## src/rtl/rename_station_pkg.sv

```systemverilog
package rename_station_pkg;
  typedef enum logic {
    SRC_WAIT = 1'b0,
    SRC_HAVE = 1'b1
  } src_state_e;
endpackage

```

## src/rtl/rs_reg_status.sv

```systemverilog
module rs_reg_status #(
  parameter int NUM_REGS = 8,
  parameter int DATA_W   = 16,
  parameter int TAG_W    = 4,
  localparam int REG_W   = $clog2(NUM_REGS)
) (
  input  logic              clk,
  input  logic              rst_n,
  input  logic              ren_en,
  input  logic [REG_W-1:0]  ren_reg,
  input  logic [TAG_W-1:0]  ren_tag,
  input  logic              cdb_valid,
  input  logic [TAG_W-1:0]  cdb_tag,
  input  logic [DATA_W-1:0] cdb_data,
  input  logic [REG_W-1:0]  src_reg [2],
  output logic [1:0]        src_have,
  output logic [DATA_W-1:0] src_val [2],
  output logic [TAG_W-1:0]  src_tag [2],
  input  logic [REG_W-1:0]  rd_reg,
  output logic [DATA_W-1:0] rd_data,
  output logic              rd_pending
);

  logic [DATA_W-1:0]   val_q  [NUM_REGS];
  logic [TAG_W-1:0]    tag_q  [NUM_REGS];
  logic [NUM_REGS-1:0] busy_q, busy_n;
  logic [NUM_REGS-1:0] hit;
  logic [NUM_REGS-1:0] tag_we;

  // Broadcast matches the newest writer of a register
  always_comb begin
    for (int r = 0; r < NUM_REGS; r++) begin
      hit[r] = cdb_valid && busy_q[r] && (tag_q[r] == cdb_tag);
    end
  end

  // Next state: rename wins over the clear of the same register
  always_comb begin
    busy_n = busy_q;
    tag_we = '0;
    for (int r = 0; r < NUM_REGS; r++) begin
      if (hit[r]) busy_n[r] = 1'b0;
      if (ren_en && (ren_reg == REG_W'(r))) begin
        busy_n[r] = 1'b1;
        tag_we[r] = 1'b1;
      end
    end
  end

  always_ff @(posedge clk or negedge rst_n) begin
    if (!rst_n) begin
      busy_q <= '0;
      for (int r = 0; r < NUM_REGS; r++) begin
        val_q[r] <= '0;
        tag_q[r] <= '0;
      end
    end else begin
      busy_q <= busy_n;
      for (int r = 0; r < NUM_REGS; r++) begin
        if (hit[r])    val_q[r] <= cdb_data;
        if (tag_we[r]) tag_q[r] <= ren_tag;
      end
    end
  end

  // Operand lookup with same-cycle bypass from the broadcast bus
  always_comb begin
    for (int s = 0; s < 2; s++) begin
      src_tag[s] = tag_q[src_reg[s]];
      if (!busy_q[src_reg[s]]) begin
        src_have[s] = 1'b1;
        src_val[s]  = val_q[src_reg[s]];
      end else if (hit[src_reg[s]]) begin
        src_have[s] = 1'b1;
        src_val[s]  = cdb_data;
      end else begin
        src_have[s] = 1'b0;
        src_val[s]  = '0;
      end
    end
  end

  assign rd_data    = val_q[rd_reg];
  assign rd_pending = busy_q[rd_reg];

  // the renamed register becomes pending under the issued tag
  p_rename_pending_r5: assert property (@(posedge clk) disable iff (!rst_n)
    ren_en |=> (busy_q[$past(ren_reg)] && (tag_q[$past(ren_reg)] == $past(ren_tag))));

  generate
    for (genvar g = 0; g < NUM_REGS; g++) begin : g_reg_chk
      // no broadcast of the current tag, no change of the value
      p_stale_ignored_r6: assert property (@(posedge clk) disable iff (!rst_n)
        !(cdb_valid && busy_q[g] && (tag_q[g] == cdb_tag)) |=> $stable(val_q[g]));
    end
  endgenerate

endmodule

```

## src/rtl/rs_slot.sv

```systemverilog
module rs_slot
  import rename_station_pkg::*;
#(
  parameter int DATA_W = 16,
  parameter int TAG_W  = 4,
  parameter int OP_W   = 3
) (
  input  logic              clk,
  input  logic              rst_n,
  input  logic              load_i,
  input  logic [OP_W-1:0]   ld_op,
  input  logic [1:0]        ld_have,
  input  logic [DATA_W-1:0] ld_val [2],
  input  logic [TAG_W-1:0]  ld_tag [2],
  input  logic [TAG_W-1:0]  ld_dst,
  input  logic              cdb_valid,
  input  logic [TAG_W-1:0]  cdb_tag,
  input  logic [DATA_W-1:0] cdb_data,
  input  logic              release_i,
  output logic              valid_o,
  output logic              ready_o,
  output logic [OP_W-1:0]   op_o,
  output logic [DATA_W-1:0] opa_o,
  output logic [DATA_W-1:0] opb_o,
  output logic [TAG_W-1:0]  dst_o
);

  logic              valid_q, valid_n;
  logic [OP_W-1:0]   op_q;
  logic [TAG_W-1:0]  dst_q;
  src_state_e        have_q [2];
  src_state_e        have_n [2];
  logic [DATA_W-1:0] val_q  [2];
  logic [DATA_W-1:0] val_d  [2];
  logic [TAG_W-1:0]  tag_q  [2];
  logic [1:0]        grab, val_we;

  always_comb begin
    valid_n = valid_q;
    if (release_i) valid_n = 1'b0;
    if (load_i)    valid_n = 1'b1;
    for (int s = 0; s < 2; s++) begin
      grab[s]   = valid_q && (have_q[s] == SRC_WAIT) && cdb_valid && (tag_q[s] == cdb_tag);
      val_we[s] = load_i || grab[s];
      val_d[s]  = load_i ? ld_val[s] : cdb_data;
      have_n[s] = have_q[s];
      if (grab[s]) have_n[s] = SRC_HAVE;
      if (load_i)  have_n[s] = src_state_e'(ld_have[s]);
    end
  end

  always_ff @(posedge clk or negedge rst_n) begin
    if (!rst_n) begin
      valid_q <= 1'b0;
      op_q    <= '0;
      dst_q   <= '0;
      for (int s = 0; s < 2; s++) begin
        have_q[s] <= SRC_WAIT;
        val_q[s]  <= '0;
        tag_q[s]  <= '0;
      end
    end else begin
      valid_q <= valid_n;
      if (load_i) begin
        op_q  <= ld_op;
        dst_q <= ld_dst;
      end
      for (int s = 0; s < 2; s++) begin
        have_q[s] <= have_n[s];
        if (val_we[s]) val_q[s] <= val_d[s];
        if (load_i)    tag_q[s] <= ld_tag[s];
      end
    end
  end

  assign valid_o = valid_q;
  assign ready_o = valid_q && (have_q[0] == SRC_HAVE) && (have_q[1] == SRC_HAVE);
  assign op_o    = op_q;
  assign opa_o   = val_q[0];
  assign opb_o   = val_q[1];
  assign dst_o   = dst_q;

  // only a free slot is loaded
  p_load_free_r9: assert property (@(posedge clk) disable iff (!rst_n)
    load_i |-> !valid_q);

  // a slot is released only with both operands present
  p_release_ready_r4: assert property (@(posedge clk) disable iff (!rst_n)
    release_i |-> ready_o);

  generate
    for (genvar s = 0; s < 2; s++) begin : g_src_chk
      // a matching broadcast is captured at that edge
      p_capture_r3: assert property (@(posedge clk) disable iff (!rst_n)
        grab[s] |=> ((have_q[s] == SRC_HAVE) && (val_q[s] == $past(cdb_data))));
    end
  endgenerate

endmodule

```

## src/rtl/rs_pick.sv

```systemverilog
module rs_pick #(
  parameter int NUM_SLOTS = 4
) (
  input  logic                 clk,
  input  logic                 rst_n,
  input  logic [NUM_SLOTS-1:0] slot_valid,
  input  logic [NUM_SLOTS-1:0] slot_ready,
  input  logic                 alloc_req,
  input  logic                 fu_ready,
  output logic                 can_alloc,
  output logic [NUM_SLOTS-1:0] alloc_oh,
  output logic [NUM_SLOTS-1:0] disp_oh
);

  // older_q[i][j] set: slot i was loaded before slot j
  logic [NUM_SLOTS-1:0] older_q [NUM_SLOTS];
  logic [NUM_SLOTS-1:0] older_n [NUM_SLOTS];
  logic [NUM_SLOTS-1:0] first_free;
  logic [NUM_SLOTS-1:0] blocked;
  logic                 age_en;

  always_comb begin
    first_free = '0;
    for (int i = 0; i < NUM_SLOTS; i++) begin
      if (!slot_valid[i] && (first_free == '0)) first_free[i] = 1'b1;
    end
  end

  assign can_alloc = ~&slot_valid;
  assign alloc_oh  = alloc_req ? first_free : '0;
  assign age_en    = |alloc_oh;

  always_comb begin
    blocked = '0;
    for (int i = 0; i < NUM_SLOTS; i++) begin
      for (int j = 0; j < NUM_SLOTS; j++) begin
        if ((j != i) && slot_ready[j] && older_q[j][i]) blocked[i] = 1'b1;
      end
    end
  end

  assign disp_oh = slot_ready & ~blocked & {NUM_SLOTS{fu_ready}};

  always_comb begin
    older_n = older_q;
    for (int k = 0; k < NUM_SLOTS; k++) begin
      if (alloc_oh[k]) begin
        older_n[k] = '0;
        for (int j = 0; j < NUM_SLOTS; j++) begin
          if (j != k) older_n[j][k] = 1'b1;
        end
      end
    end
  end

  always_ff @(posedge clk or negedge rst_n) begin
    if (!rst_n) begin
      for (int i = 0; i < NUM_SLOTS; i++) older_q[i] <= '0;
    end else if (age_en) begin
      older_q <= older_n;
    end
  end

  // at most one entry is granted per cycle
  p_one_grant_r7: assert property (@(posedge clk) disable iff (!rst_n)
    $onehot0(disp_oh));

  // no grant while the unit is busy
  p_grant_needs_unit_r4: assert property (@(posedge clk) disable iff (!rst_n)
    (|disp_oh) |-> fu_ready);

  // a full pool loads nothing
  p_full_no_alloc_r9: assert property (@(posedge clk) disable iff (!rst_n)
    (&slot_valid) |-> (alloc_oh == '0));

endmodule

```

## src/rtl/rename_station.sv

```systemverilog
module rename_station #(
  parameter int NUM_SLOTS = 4,
  parameter int NUM_REGS  = 8,
  parameter int DATA_W    = 16,
  parameter int TAG_W     = 4,
  parameter int OP_W      = 3,
  localparam int REG_W    = $clog2(NUM_REGS)
) (
  input  logic              clk,
  input  logic              rst_n,
  input  logic              iss_valid,
  output logic              iss_ready,
  input  logic [OP_W-1:0]   iss_op,
  input  logic [REG_W-1:0]  iss_src1,
  input  logic [REG_W-1:0]  iss_src2,
  input  logic [REG_W-1:0]  iss_dst,
  input  logic [TAG_W-1:0]  iss_tag,
  input  logic              cdb_valid,
  input  logic [TAG_W-1:0]  cdb_tag,
  input  logic [DATA_W-1:0] cdb_data,
  input  logic              fu_ready,
  output logic              disp_valid,
  output logic [OP_W-1:0]   disp_op,
  output logic [DATA_W-1:0] disp_a,
  output logic [DATA_W-1:0] disp_b,
  output logic [TAG_W-1:0]  disp_tag,
  input  logic [REG_W-1:0]  rd_reg,
  output logic [DATA_W-1:0] rd_data,
  output logic              rd_pending
);

  logic [NUM_SLOTS-1:0] alloc_oh, disp_oh, slot_valid, slot_ready;
  logic                 can_alloc, iss_fire;
  logic [REG_W-1:0]     src_reg  [2];
  logic [1:0]           src_have;
  logic [DATA_W-1:0]    src_val  [2];
  logic [TAG_W-1:0]     src_tag  [2];
  logic [OP_W-1:0]      s_op  [NUM_SLOTS];
  logic [DATA_W-1:0]    s_a   [NUM_SLOTS];
  logic [DATA_W-1:0]    s_b   [NUM_SLOTS];
  logic [TAG_W-1:0]     s_dst [NUM_SLOTS];

  assign src_reg[0] = iss_src1;
  assign src_reg[1] = iss_src2;
  assign iss_fire   = |alloc_oh;
  assign iss_ready  = can_alloc;

  rs_reg_status #(
    .NUM_REGS (NUM_REGS),
    .DATA_W   (DATA_W),
    .TAG_W    (TAG_W)
  ) status_i (
    .clk        (clk),
    .rst_n      (rst_n),
    .ren_en     (iss_fire),
    .ren_reg    (iss_dst),
    .ren_tag    (iss_tag),
    .cdb_valid  (cdb_valid),
    .cdb_tag    (cdb_tag),
    .cdb_data   (cdb_data),
    .src_reg    (src_reg),
    .src_have   (src_have),
    .src_val    (src_val),
    .src_tag    (src_tag),
    .rd_reg     (rd_reg),
    .rd_data    (rd_data),
    .rd_pending (rd_pending)
  );

  rs_pick #(
    .NUM_SLOTS (NUM_SLOTS)
  ) pick_i (
    .clk        (clk),
    .rst_n      (rst_n),
    .slot_valid (slot_valid),
    .slot_ready (slot_ready),
    .alloc_req  (iss_valid),
    .fu_ready   (fu_ready),
    .can_alloc  (can_alloc),
    .alloc_oh   (alloc_oh),
    .disp_oh    (disp_oh)
  );

  generate
    for (genvar g = 0; g < NUM_SLOTS; g++) begin : g_slot
      rs_slot #(
        .DATA_W (DATA_W),
        .TAG_W  (TAG_W),
        .OP_W   (OP_W)
      ) slot_i (
        .clk       (clk),
        .rst_n     (rst_n),
        .load_i    (alloc_oh[g]),
        .ld_op     (iss_op),
        .ld_have   (src_have),
        .ld_val    (src_val),
        .ld_tag    (src_tag),
        .ld_dst    (iss_tag),
        .cdb_valid (cdb_valid),
        .cdb_tag   (cdb_tag),
        .cdb_data  (cdb_data),
        .release_i (disp_oh[g]),
        .valid_o   (slot_valid[g]),
        .ready_o   (slot_ready[g]),
        .op_o      (s_op[g]),
        .opa_o     (s_a[g]),
        .opb_o     (s_b[g]),
        .dst_o     (s_dst[g])
      );
    end
  endgenerate

  always_comb begin
    disp_op  = '0;
    disp_a   = '0;
    disp_b   = '0;
    disp_tag = '0;
    for (int g = 0; g < NUM_SLOTS; g++) begin
      if (disp_oh[g]) begin
        disp_op  = disp_op  | s_op[g];
        disp_a   = disp_a   | s_a[g];
        disp_b   = disp_b   | s_b[g];
        disp_tag = disp_tag | s_dst[g];
      end
    end
  end

  assign disp_valid = |disp_oh;

  // the unit only receives work when it is free
  p_disp_unit_free_r4: assert property (@(posedge clk) disable iff (!rst_n)
    disp_valid |-> fu_ready);

  // a refused request renames nothing
  p_refused_no_fire_r9: assert property (@(posedge clk) disable iff (!rst_n)
    (iss_valid && !iss_ready) |-> !iss_fire);

  // a dispatch leaves room for the next issue
  p_disp_frees_r10: assert property (@(posedge clk) disable iff (!rst_n)
    (disp_valid && !iss_valid) |=> iss_ready);

endmodule

```

## config.mk

```make
export PLATFORM = sky130hd
export DESIGN_NAME = rename_station
export DESIGN_NICKNAME = d
export VERILOG_FILES = /design/src/rtl/rename_station_pkg.sv /design/src/rtl/rs_reg_status.sv /design/src/rtl/rs_slot.sv /design/src/rtl/rs_pick.sv /design/src/rtl/rename_station.sv
export SDC_FILE = /design/constraint.sdc
export NUM_CORES = 1
export LEC_CHECK = 0
export ABC_CLOCK_PERIOD_IN_PS = 3700
export BUFFER_PORTS_ARGS = -buffer_cell sky130_fd_sc_hd__buf_2
export CORE_MARGIN = 5
export CORE_UTILIZATION = 51
export CTS_CLUSTER_DIAMETER = 30
export DETAILED_ROUTE_END_ITERATION = 7
export PLACE_DENSITY = 0.68
export SLEW_MARGIN = 20
export SYNTH_ARGS = -nofsm -noshare
export SYNTH_HDL_FRONTEND = slang
export SYNTH_HIERARCHICAL = 1
export SYNTH_SLANG_ARGS = --single-unit
```

## constraint.sdc

```tcl
create_clock -name clk -period 3.7 [get_ports clk]
set_clock_uncertainty 0.2 [all_clocks]
set_input_delay 0.925 -clock clk [delete_from_list [all_inputs] [get_ports clk]]
set_output_delay 0.925 -clock clk [all_outputs]
set_load 0.005 [all_outputs]
```

Yosys cells after proc, flatten, opt, wreduce, memory -nomap -nowiden
Cells that the tools add are included.

Output and inout port bits: 58. Logic and storage cells: 383. Input bits: 44. Register bits: 380.

Muxes and demuxes: 135. Bitwise operators: 26. Reduce and logical (&&, ||, !) cells: 121. Order comparisons: 6. Equality and inequality tests: 23.

Operators with widths (count): 16-bit two-way mux (26); 16-bit binary-select mux with 3-bit select (3); 16-bit OR (6); 1-bit two-way mux (82); 1-bit logical AND (71); 4-bit equality test (16); 2-bit nonzero test (26); 4-bit two-way mux (12); 4-bit binary-select mux with 3-bit select (2); 1-bit binary-select mux with 3-bit select (5); 3-bit two-way mux (5); 3-bit equality test (second input constant) (4); 4-bit >= comparator (second input constant) (3); 3-bit by 4-bit < comparator with 1-bit output (second input constant) (3); 3-bit inverter with 4-bit output (3); 4-bit OR (3); 2-bit AND reduction (6); 3-bit OR (3); 4-bit AND (2); 1-bit logical OR (8); 1-bit inverter (8); 4-bit OR reduction (2); 3-bit by 2-bit equality test with 1-bit output (second input constant) (2); 3-bit zero test (2); 5 further kinds (8).

Depth between registers and ports, before layout
Gate-level depths: netlist of run 1.

Depth after elaboration: 16. Depth in mapped cells: 10. Depth with buffers taken out: 8.

Hierarchy
The synthesis of run 1 kept the hierarchy.

Modules (own cells, without submodules): rs_reg_status (sequential area each 4204.0 sq um, cells an instance 751, times used 1, area an instance 10880.4 sq um); rs_slot (sequential area each 1251.2 sq um, cells an instance 209, times used 4, area an instance 2346.0 sq um); rename_station (sequential area each 0.0 sq um, cells an instance 135, times used 1, area an instance 849.6 sq um); rs_pick (sequential area each 300.3 sq um, cells an instance 56, times used 1, area an instance 593.1 sq um).

Worst setup path before layout of run 1
No wires, ideal clock.

Kind: in2out. From: input rd_reg[0]. To: output rd_pending. Cell stages on the path: 4. Required time: 2.575 ns. Buffers on the path: 2. Arrival: 2.355 ns. Setup slack: 0.220 ns. Cells stage by stage: clkbuf_1 > buf_2 > mux4_2 > mux2_2.

Word-level cells in the longest chain between the ends: 2.

Ends and longest elaborated chain: start, declared (line rename_station.sv:27) `input logic [REG_W-1:0] rd_reg,`; 1-bit binary-select mux with 3-bit select (line rs_reg_status.sv:84) `assign rd_pending = busy_q[rd_reg];`; 1-bit two-way mux (implied by the code) (line rs_reg_status.sv:84); end, declared (line rename_station.sv:29) `output logic rd_pending`.

No other way between the ends. The select of a mux whose other input is x is not followed.

Final worst setup path of run 1
From: register g_slot[3].slot_i/have_q[1] (netlist name). To: output disp_a[3].

Word-level cells in the longest chain between the ends: 14. Elaborated cells between the ends (all ways): 18. Those cells by class: mux: 7; bitwise: 6; reduce/logical: 5.

Ends and longest elaborated chain: start, declared (line rs_slot.sv:31) `src_state_e have_q [2];`; start signal, assigned by index (line rs_slot.sv:69) `have_q[s] <= have_n[s];`; 1-bit logical AND * (2 in series) (line rs_slot.sv:77) `assign ready_o = valid_q && (have_q[0] == SRC_HAVE) && (have_q[1] == SRC_HAVE);`; net slot_ready[3] (line rename_station.sv:32) `logic [NUM_SLOTS-1:0] alloc_oh, disp_oh, slot_valid, slot_ready;`; 1-bit logical AND * (line rs_pick.sv:37) `if ((j != i) && slot_ready[j] && older_q[j][i]) blocked[i] = 1'b1;`; 1-bit two-way mux * (line rs_pick.sv:37); 4-bit inverter * (line rs_pick.sv:42) `assign disp_oh = slot_ready & ~blocked & {NUM_SLOTS{fu_ready}};`; 4-bit AND * (2 in series) (line rs_pick.sv:42); net disp_oh[0] (line rename_station.sv:32); 16-bit two-way mux * (line rename_station.sv:119) `if (disp_oh[g]) begin`; 16-bit OR (line rename_station.sv:121) `disp_a = disp_a | s_a[g];`; 16-bit two-way mux * (line rename_station.sv:119); 16-bit OR (line rename_station.sv:121); 16-bit two-way mux * (line rename_station.sv:119); 16-bit OR (line rename_station.sv:121); 16-bit two-way mux * (line rename_station.sv:119); end, declared (line rename_station.sv:24) `output logic [DATA_W-1:0] disp_a,`.

The timed path passes the listed nets; every way through them passes the cells marked *.

==> results of run 1 <==
## worst paths after layout
check | start | endpoint | slack, ns | cells after the start
hold reg to reg | pick_i/older_q[4]$_DFFE_PN0P_ | pick_i/older_q[4]$_DFFE_PN0P_ | 0.29 | 1
min in group clk | pick_i/older_q[4]$_DFFE_PN0P_ | pick_i/older_q[4]$_DFFE_PN0P_ | 0.29 | 1
max in group asynchronous | rst_n | status_i/tag_q[7]$_DFFE_PN0P_ | 2.27 | 2
setup / recovery | g_slot[3].slot_i/have_q[1]$_DFFE_PN0P_ | disp_a[3] | 0.06 | 7
setup reg to reg | g_slot[2].slot_i/valid_o$_DFFE_PN0P_ | status_i/tag_q[14]$_DFFE_PN0P_ | 0.76 | 6
hold / removal | rst_n | g_slot[1].slot_i/op_o[0]$_DFFE_PN0P_ | 0.1 | 1
## per-stage QoR
| stage | instances | setup slack [ns] |
|---|---|---|
| CTS | 2514 | 0.0211 |
| detailed placement | 2349 | 0.242 |
| global placement | 2349 | 0.274 |
| floorplan | 1778 | 0.220 |
| finish | 2515 | 0.0595 |
| global route | 2515 | 0.000186 |
## cells in the final DEF, fill, tap and decap left out, types with 15 or more instances in the layout
master,n
a211oi_2,18
clkbuf_8,15
xor2_1,44
clkbuf_16,94
nand3_1,17
mux2i_1,32
buf_4,85
buf_2,100
clkinv_2,21
dfrtp_1,378
o21ai_1,47
nand2_1,68
nor3_2,15
a2bb2oi_1,121
o21ai_0,96
mux2_2,245
bufinv_16,15
a31oi_1,129
nor2_1,41
mux4_2,118
xnor2_1,20
buf_12,16
a22oi_1,83
## power breakdown
part           leakage, uW  switching, uW  internal (uW)
combinational      0.00503           4490           4250
sequential         0.00463           1510           6140
clock              0.00160           2490           5890
## layout make-up
class	instances	share of cell area (%)
well taps	539	2.56
repair buffers	203	5.70
inverters	18	0.257
multi-input cells	1210	43.0
flip-flops and latches	380	36.2
clock inverters	54	2.68
clock buffers	111	9.67
## cell families (layout without fill, tap and decap cells)
kind of cell              Yosys count  count (layout)  synth area share, %
DFF                               380             380                 43.8
muxes                             397             397                 26.5
AOI/OAI and AO/OA                 535             535                 17.2
xor gates and xnor gates           64              64                 2.58
and+or+nand+nor                   214             214                 5.59
buffers and inverters             188             386                 4.31
## critical path, delay by kind of cell, from the launching register on
family                 cells  cell delay, ns
AOI/OAI and AO/OA          2            0.35
buffers and inverters      2            0.35
DFF                        1            0.43
and+or+nand+nor            3            0.77
## routing by layer
layer  share of wire (%)  track usage, %  vias to the layer above
met5                   0               0                        -
met4                 4.2            13.4                        0
met3                  10            8.04                      245
met2                  48            46.6                     1012
met1                  38            36.7                     8734
li1                    -               -                     7228
## repair_timing
item / 4_1_cts / 5_1_grt
endpoints found under the setup margin: 24 / 22
gates cloned: 0 / 1
resized for setup: 8 / 6
setup buffers: 0 / 0
## registers in the layout, summed over array words and instances, names as in the netlist
register	flops
g_slot.slot_i/opb_o	64
g_slot.slot_i/valid_o	4
g_slot.slot_i/op_o	12
g_slot.slot_i/have_q	8
pick_i/older_q	12
status_i/tag_q	32
status_i/busy_q	8
status_i/val_q	128
g_slot.slot_i/opa_o	64
g_slot.slot_i/tag_q	32
g_slot.slot_i/dst_o	16
==> impl_results.md, run 1 <==
* Status: finished clean
* Proportion of layout cells with a drive suffix above 1 at approximately two fifths
* DRT Wirelength at between 60 and 70 mm
* IO Count at approximately 100
* Synth top area share at between 40 and 50%
* Die height at between 200 and 250 um
* Netlist cell types at 53
* CP endpoint kind: output port
* Yosys top cell by area: dfrtp_1
* Hold Buf Count CTS at 0
* Multi-input logic area at around 11,000 sq um
* Relative slew slack at between 20% and 30%
* Global-route usage over all layers at between 20% and 30%
* Count leader, synth: dfrtp_1
* Clock latency on the worst-skew pair at around 0.60 ns
* Port Buffers at ~100
* Reg area at approximately 9500 sq um
* Critical Path AT at 2.52 ns
* Mapped Area at 21,700 sq um
* Antenna violations before repair at 0
* Cell with the most instances on the worst path: a22oi_1
* Setup-failing EPs final at 0
* Largest cells by area after synthesis: dfrtp_1 (44%), mux2_2 (13%), mux4_2 (12%), a2bb2oi_1 (4.9%), a31oi_1 (3.7%)
* Vias in the first global route at ~18,000
* CTS root buf: clkbuf_16
* Hold slack at slightly below 0.1 ns
* Fin nets at around 1,900
* Min Tclk post-route at approximately 3.6 ns
* Setup TNS at 0 ns
* WS Path Type: flip-flop to output port
* Max Transition Viols Final at 0
* Core ar. at around 42,000 sq um
* H-tree levels at 3
* Initial core utilization at ~52%
* Worst slew pin tran at 1.09 ns
* First-pass GRT wire length at 106 mm
* Crit-path max cell delay at roughly 0.43 ns
* Max-cap violations at 0
* PwrDens at between 900 and 1000 nW/um^2
* Via-per-instance ratio at 6.85
* CTS tree: yes
* GRT overflow at 0
* Layout area overhead at 21.2%
* Die area at approximately 47,000 sq um
* Row cnt at between 70 and 80
* Hold crit path type: input pin to asynchronous set/reset pin
* DP HPWL at around 42 mm
* Pleak at between 0.01 and 0.015 uW
* Synth Flop Type: dfrtp_1
* Sequential share of the synthesized area at around 44%
* Total number of vias at between 15,000 and 20,000
* Max IR drop VDD at 442 uV
* Total CTS buffers at 89
* Overall power at roughly 25,000 uW
* Number of synthesized flops with an enable pin at 0
* 1st-pass router iterations at 6
* Final hold violation count at 0
* Final Util at a little over three fifths
* Post-Place Cell Area at 23,000 sq um
* Final instance area at 26,300 sq um
* Post-Syn Area per Cell at 12.2 sq um
* Maximum clock frequency at between 200 and 300 MHz
* CTS sink cnt at 380
* Final ANT Viol Nets at 0
* Die width at 216 um
* Slowest-stage cell, CP: dfrtp_1
* RSZ-0062 raised after global routing: false
* Final period utilization at between 90% and 100%
* Largest net degree at the start of global routing at between 70 and 80
* Worst-path clk slew at 0.04 ns
* CP Launch Type: flip-flop
* CTS Buffer Depth at 3
* # DRC at 0
* DR iter-0 viols at roughly 1,800
* Syn Inst Count at approximately 1,800
* # diodes at 0
* Filler cells at about 3,200
* Top cells by count, synth: dfrtp_1 (380), mux2_2 (245), a31oi_1 (129), a2bb2oi_1 (121), mux4_2 (118)
* CP Max Fanout at 24
* Placer Congestion at 0.841
* Worst path required time at roughly 2.6 ns
* Drt wl/cell at around 27 um
* Critical path cell sequence: and3_1, a22oi_1, and4_4, buf_12, a22oi_1, nand2_1, buf_2
* Number of synthesized register bits at 380
* Syn Nets at between 1,500 and 2,000
* Post-synthesis async set-or-reset flop share at 100%
* Synth Warn # at 6
(Power assumes the default switching activity.)
==> run 2: changes to the inputs <==
--- a/config.mk
+++ b/config.mk
@@ -8,10 +8,9 @@
 export ABC_CLOCK_PERIOD_IN_PS = 3700
 export BUFFER_PORTS_ARGS = -buffer_cell sky130_fd_sc_hd__buf_2
 export CORE_MARGIN = 5
-export CORE_UTILIZATION = 51
+export CORE_UTILIZATION = 35
 export CTS_CLUSTER_DIAMETER = 30
 export DETAILED_ROUTE_END_ITERATION = 7
-export PLACE_DENSITY = 0.68
 export SLEW_MARGIN = 20
 export SYNTH_ARGS = -nofsm -noshare
 export SYNTH_HDL_FRONTEND = slang
==> run 2 against run 1 <==
Wire length up 5.1%. Power down 0.16%. Utilization down 19 points. Critical path type unchanged. Critical endpoint is now disp_a[4]. Highest routed layer is now met5.
==> impl_results.md, run 2 (same netlist as run 1, synthesis figures left out) <==
* Status: finished clean
* CTS Buffer Depth at 3
* Comb power frac at ~36%
* Total CTS buffers at between 90 and 100
* Hold crit path type: input pin to asynchronous set/reset pin
* PwrDens at approximately 900 nW/um^2
* CP Launch Type: flip-flop
* Reg with most FFs: status_i/val_q
* Drt wl/cell at between 20 and 30 um
* CTS tree: yes
* Largest register FFs at roughly 130
* Largest net degree at the start of global routing at 92
* Worst-path clk slew at ~0.040 ns
* Pleak at between 0.01 and 0.015 uW
* Hold Buf Count CTS at 0
* Global-route usage over all layers at between 20% and 30%
* Layout area overhead at 23.0%
* WS Path Type: flip-flop to output port
* Clock power share at about a third
* Final ANT Viol Nets at 0
* Relative slew slack at approximately a quarter
* Max Transition Viols Final at 0
* Commonest non-fill, non-tap cell in the layout: dfrtp_1
* Post-Place Cell Area at about 23,000 sq um
* Net switching power at approximately 8600 uW
* Critical Path AT at 2.52 ns
* First-pass GRT wire length at ~110 mm
* Port Buffers at approximately 100
* Via-per-instance ratio at just over 6
* Maximum clock frequency at 274 MHz
* Cell-internal power at roughly 16,000 uW
* CTS root buf: clkbuf_16
* H-tree levels at 3
* Max IR drop VDD at between 400 and 500 uV
* Final hold violation count at 0
* Most frequent cells in the layout: dfrtp_1 (378), mux2_2 (245), a31oi_1 (129)
* Die height at between 200 and 300 um
* DR iter-0 viols at a little over 2,000
* FF-to-FF End: status_i/tag_q[13]$_DFFE_PN0P_
* DP HPWL at 45.1 mm
* Min Tclk post-route at approximately 3.6 ns
* Final Util at a little over two fifths
* Initial core utilization at around a third
* R2R setup slack at ~0.64 ns
* Antenna violations before repair at 2
* # DRC at 0
* Setup TNS at 0 ns
* Placer Congestion at approximately 0.84
* Final instance area at between 20,000 and 30,000 sq um
* Final period utilization at a little over nine tenths
* Die area at approximately 67,000 sq um
* GRT overflow at 0
* Max-cap violations at 0
* Fin nets at around 2,000
* Critical R2R Launch: g_slot[3].slot_i/valid_o$_DFFE_PN0P_
* CTS sink cnt at 380
* Row cnt at between 90 and 100
* Core ar. at ~60,000 sq um
* Total number of vias at around 17,000
* Clock latency on the worst-skew pair at 0.62 ns
* IO Count at 102
* DRT Wirelength at 71.6 mm
* CP Max Fanout at 34
* R2R depth at 7
* Reg power frac at a little under a third
* 1st-pass router iterations at 7
* CP endpoint kind: output port
* Proportion of layout cells with a drive suffix above 1 at about 40%
* Die width at 259 um
* # diodes at 0
* Worst path required time at around 2.6 ns
* Setup-failing EPs final at 0
* RSZ-0062 raised after global routing: false
* Vias in the first global route at around 18,000
* Sw Ratio at a little over a third
* Worst slew pin tran at 1.10 ns
[run 2: changes by cell type in the layout (fill, tap and decap cells not counted), moves of 3 or more]
cell	delta
bufinv_16	-3
and3_4	+4
clkinvlp_4	-3
buf_4	+7
and3_1	-4
clkbuf_1	+13
clkinv_4	-7
[run 2: metrics by stage]
| step | total power [uW] | instances | setup WS (ns) | hold slack (ns) |
|---|---|---|---|---|
| detailed placement | 16300 | 2646 | 0.223 | 0.279 |
| global placement | 15900 | 2646 | 0.264 | 0.268 |
| CTS | 24700 | 2822 | 0.0181 | 0.0469 |
| global route | 25900 | 2823 | 0.00356 | 0.0728 |
| floorplan | 13300 | 1778 | 0.220 | 0.250 |
| finish | 24700 | 2823 | 0.0545 | 0.0505 |
[run 2: layer usage]
metal	vias to the layer above	wire (um)	GRT usage, %
met4	2	1620	6.64
met5	-	13	0
met3	147	6060	4.78
met2	894	34000	33.2
li1	7226	-	-
met1	8836	29900	28.6
[run 2: layout make-up]
type | count | area (sq um)
fill | 5622 | 34900
clock buffer | 122 | 2570
tap | 837 | 1050
timing repair buffer | 211 | 1580
sequential | 380 | 9510
inverter | 18 | 67.6
multi-input combinational | 1210 | 11300
clock inverter | 45 | 584
[run 2: worst max-delay path by stage]
stage,from,endpoint,slack [ns],depth (start not counted)
2_1_floorplan,rd_reg[0],rd_pending,0.22,4
3_3_place_gp,iss_src1[0],g_slot[2].slot_i/opa_o[5]$_DFFE_PN0P_,0.26,6
3_5_place_dp,iss_src1[0],g_slot[0].slot_i/opa_o[5]$_DFFE_PN0P_,0.22,6
4_1_cts,g_slot[0].slot_i/have_q[0]$_DFFE_PN0P_,disp_valid,0.02,6
5_1_grt,g_slot[1].slot_i/have_q[1]$_DFFE_PN0P_,disp_a[12],0.004,7
6_report,g_slot[2].slot_i/valid_o$_DFFE_PN0P_,disp_a[4],0.05,7
[run 2: power groups by stage]
stage | registers [uW] | clock network (uW) | logic [uW]
final | 7600 | 8140 | 8970
after global routing | 7830 | 8490 | 9590
after CTS | 7550 | 8240 | 8880
after detailed placement | 7610 | 0 | 8700
after global placement | 7460 | 0 | 8460
after floorplan | 7150 | 0 | 6150
[run 2: what timing repair did]
action                     in CTS  in global routing
cloned                          1                  0
setup endpoints to repair      18                  3
pin swaps                       0                  2
gates resized for setup        13                  3
setup buffers                   8                  1
[run 2: critical path: stages (launching register included)]
cell and delay (ns):
dfrtp_2 0.40, and3_4 0.19, a22oi_1 0.22, and4_2 0.33, buf_12 0.23, a22oi_1 0.13
nand2_1 0.20, buf_2 0.16
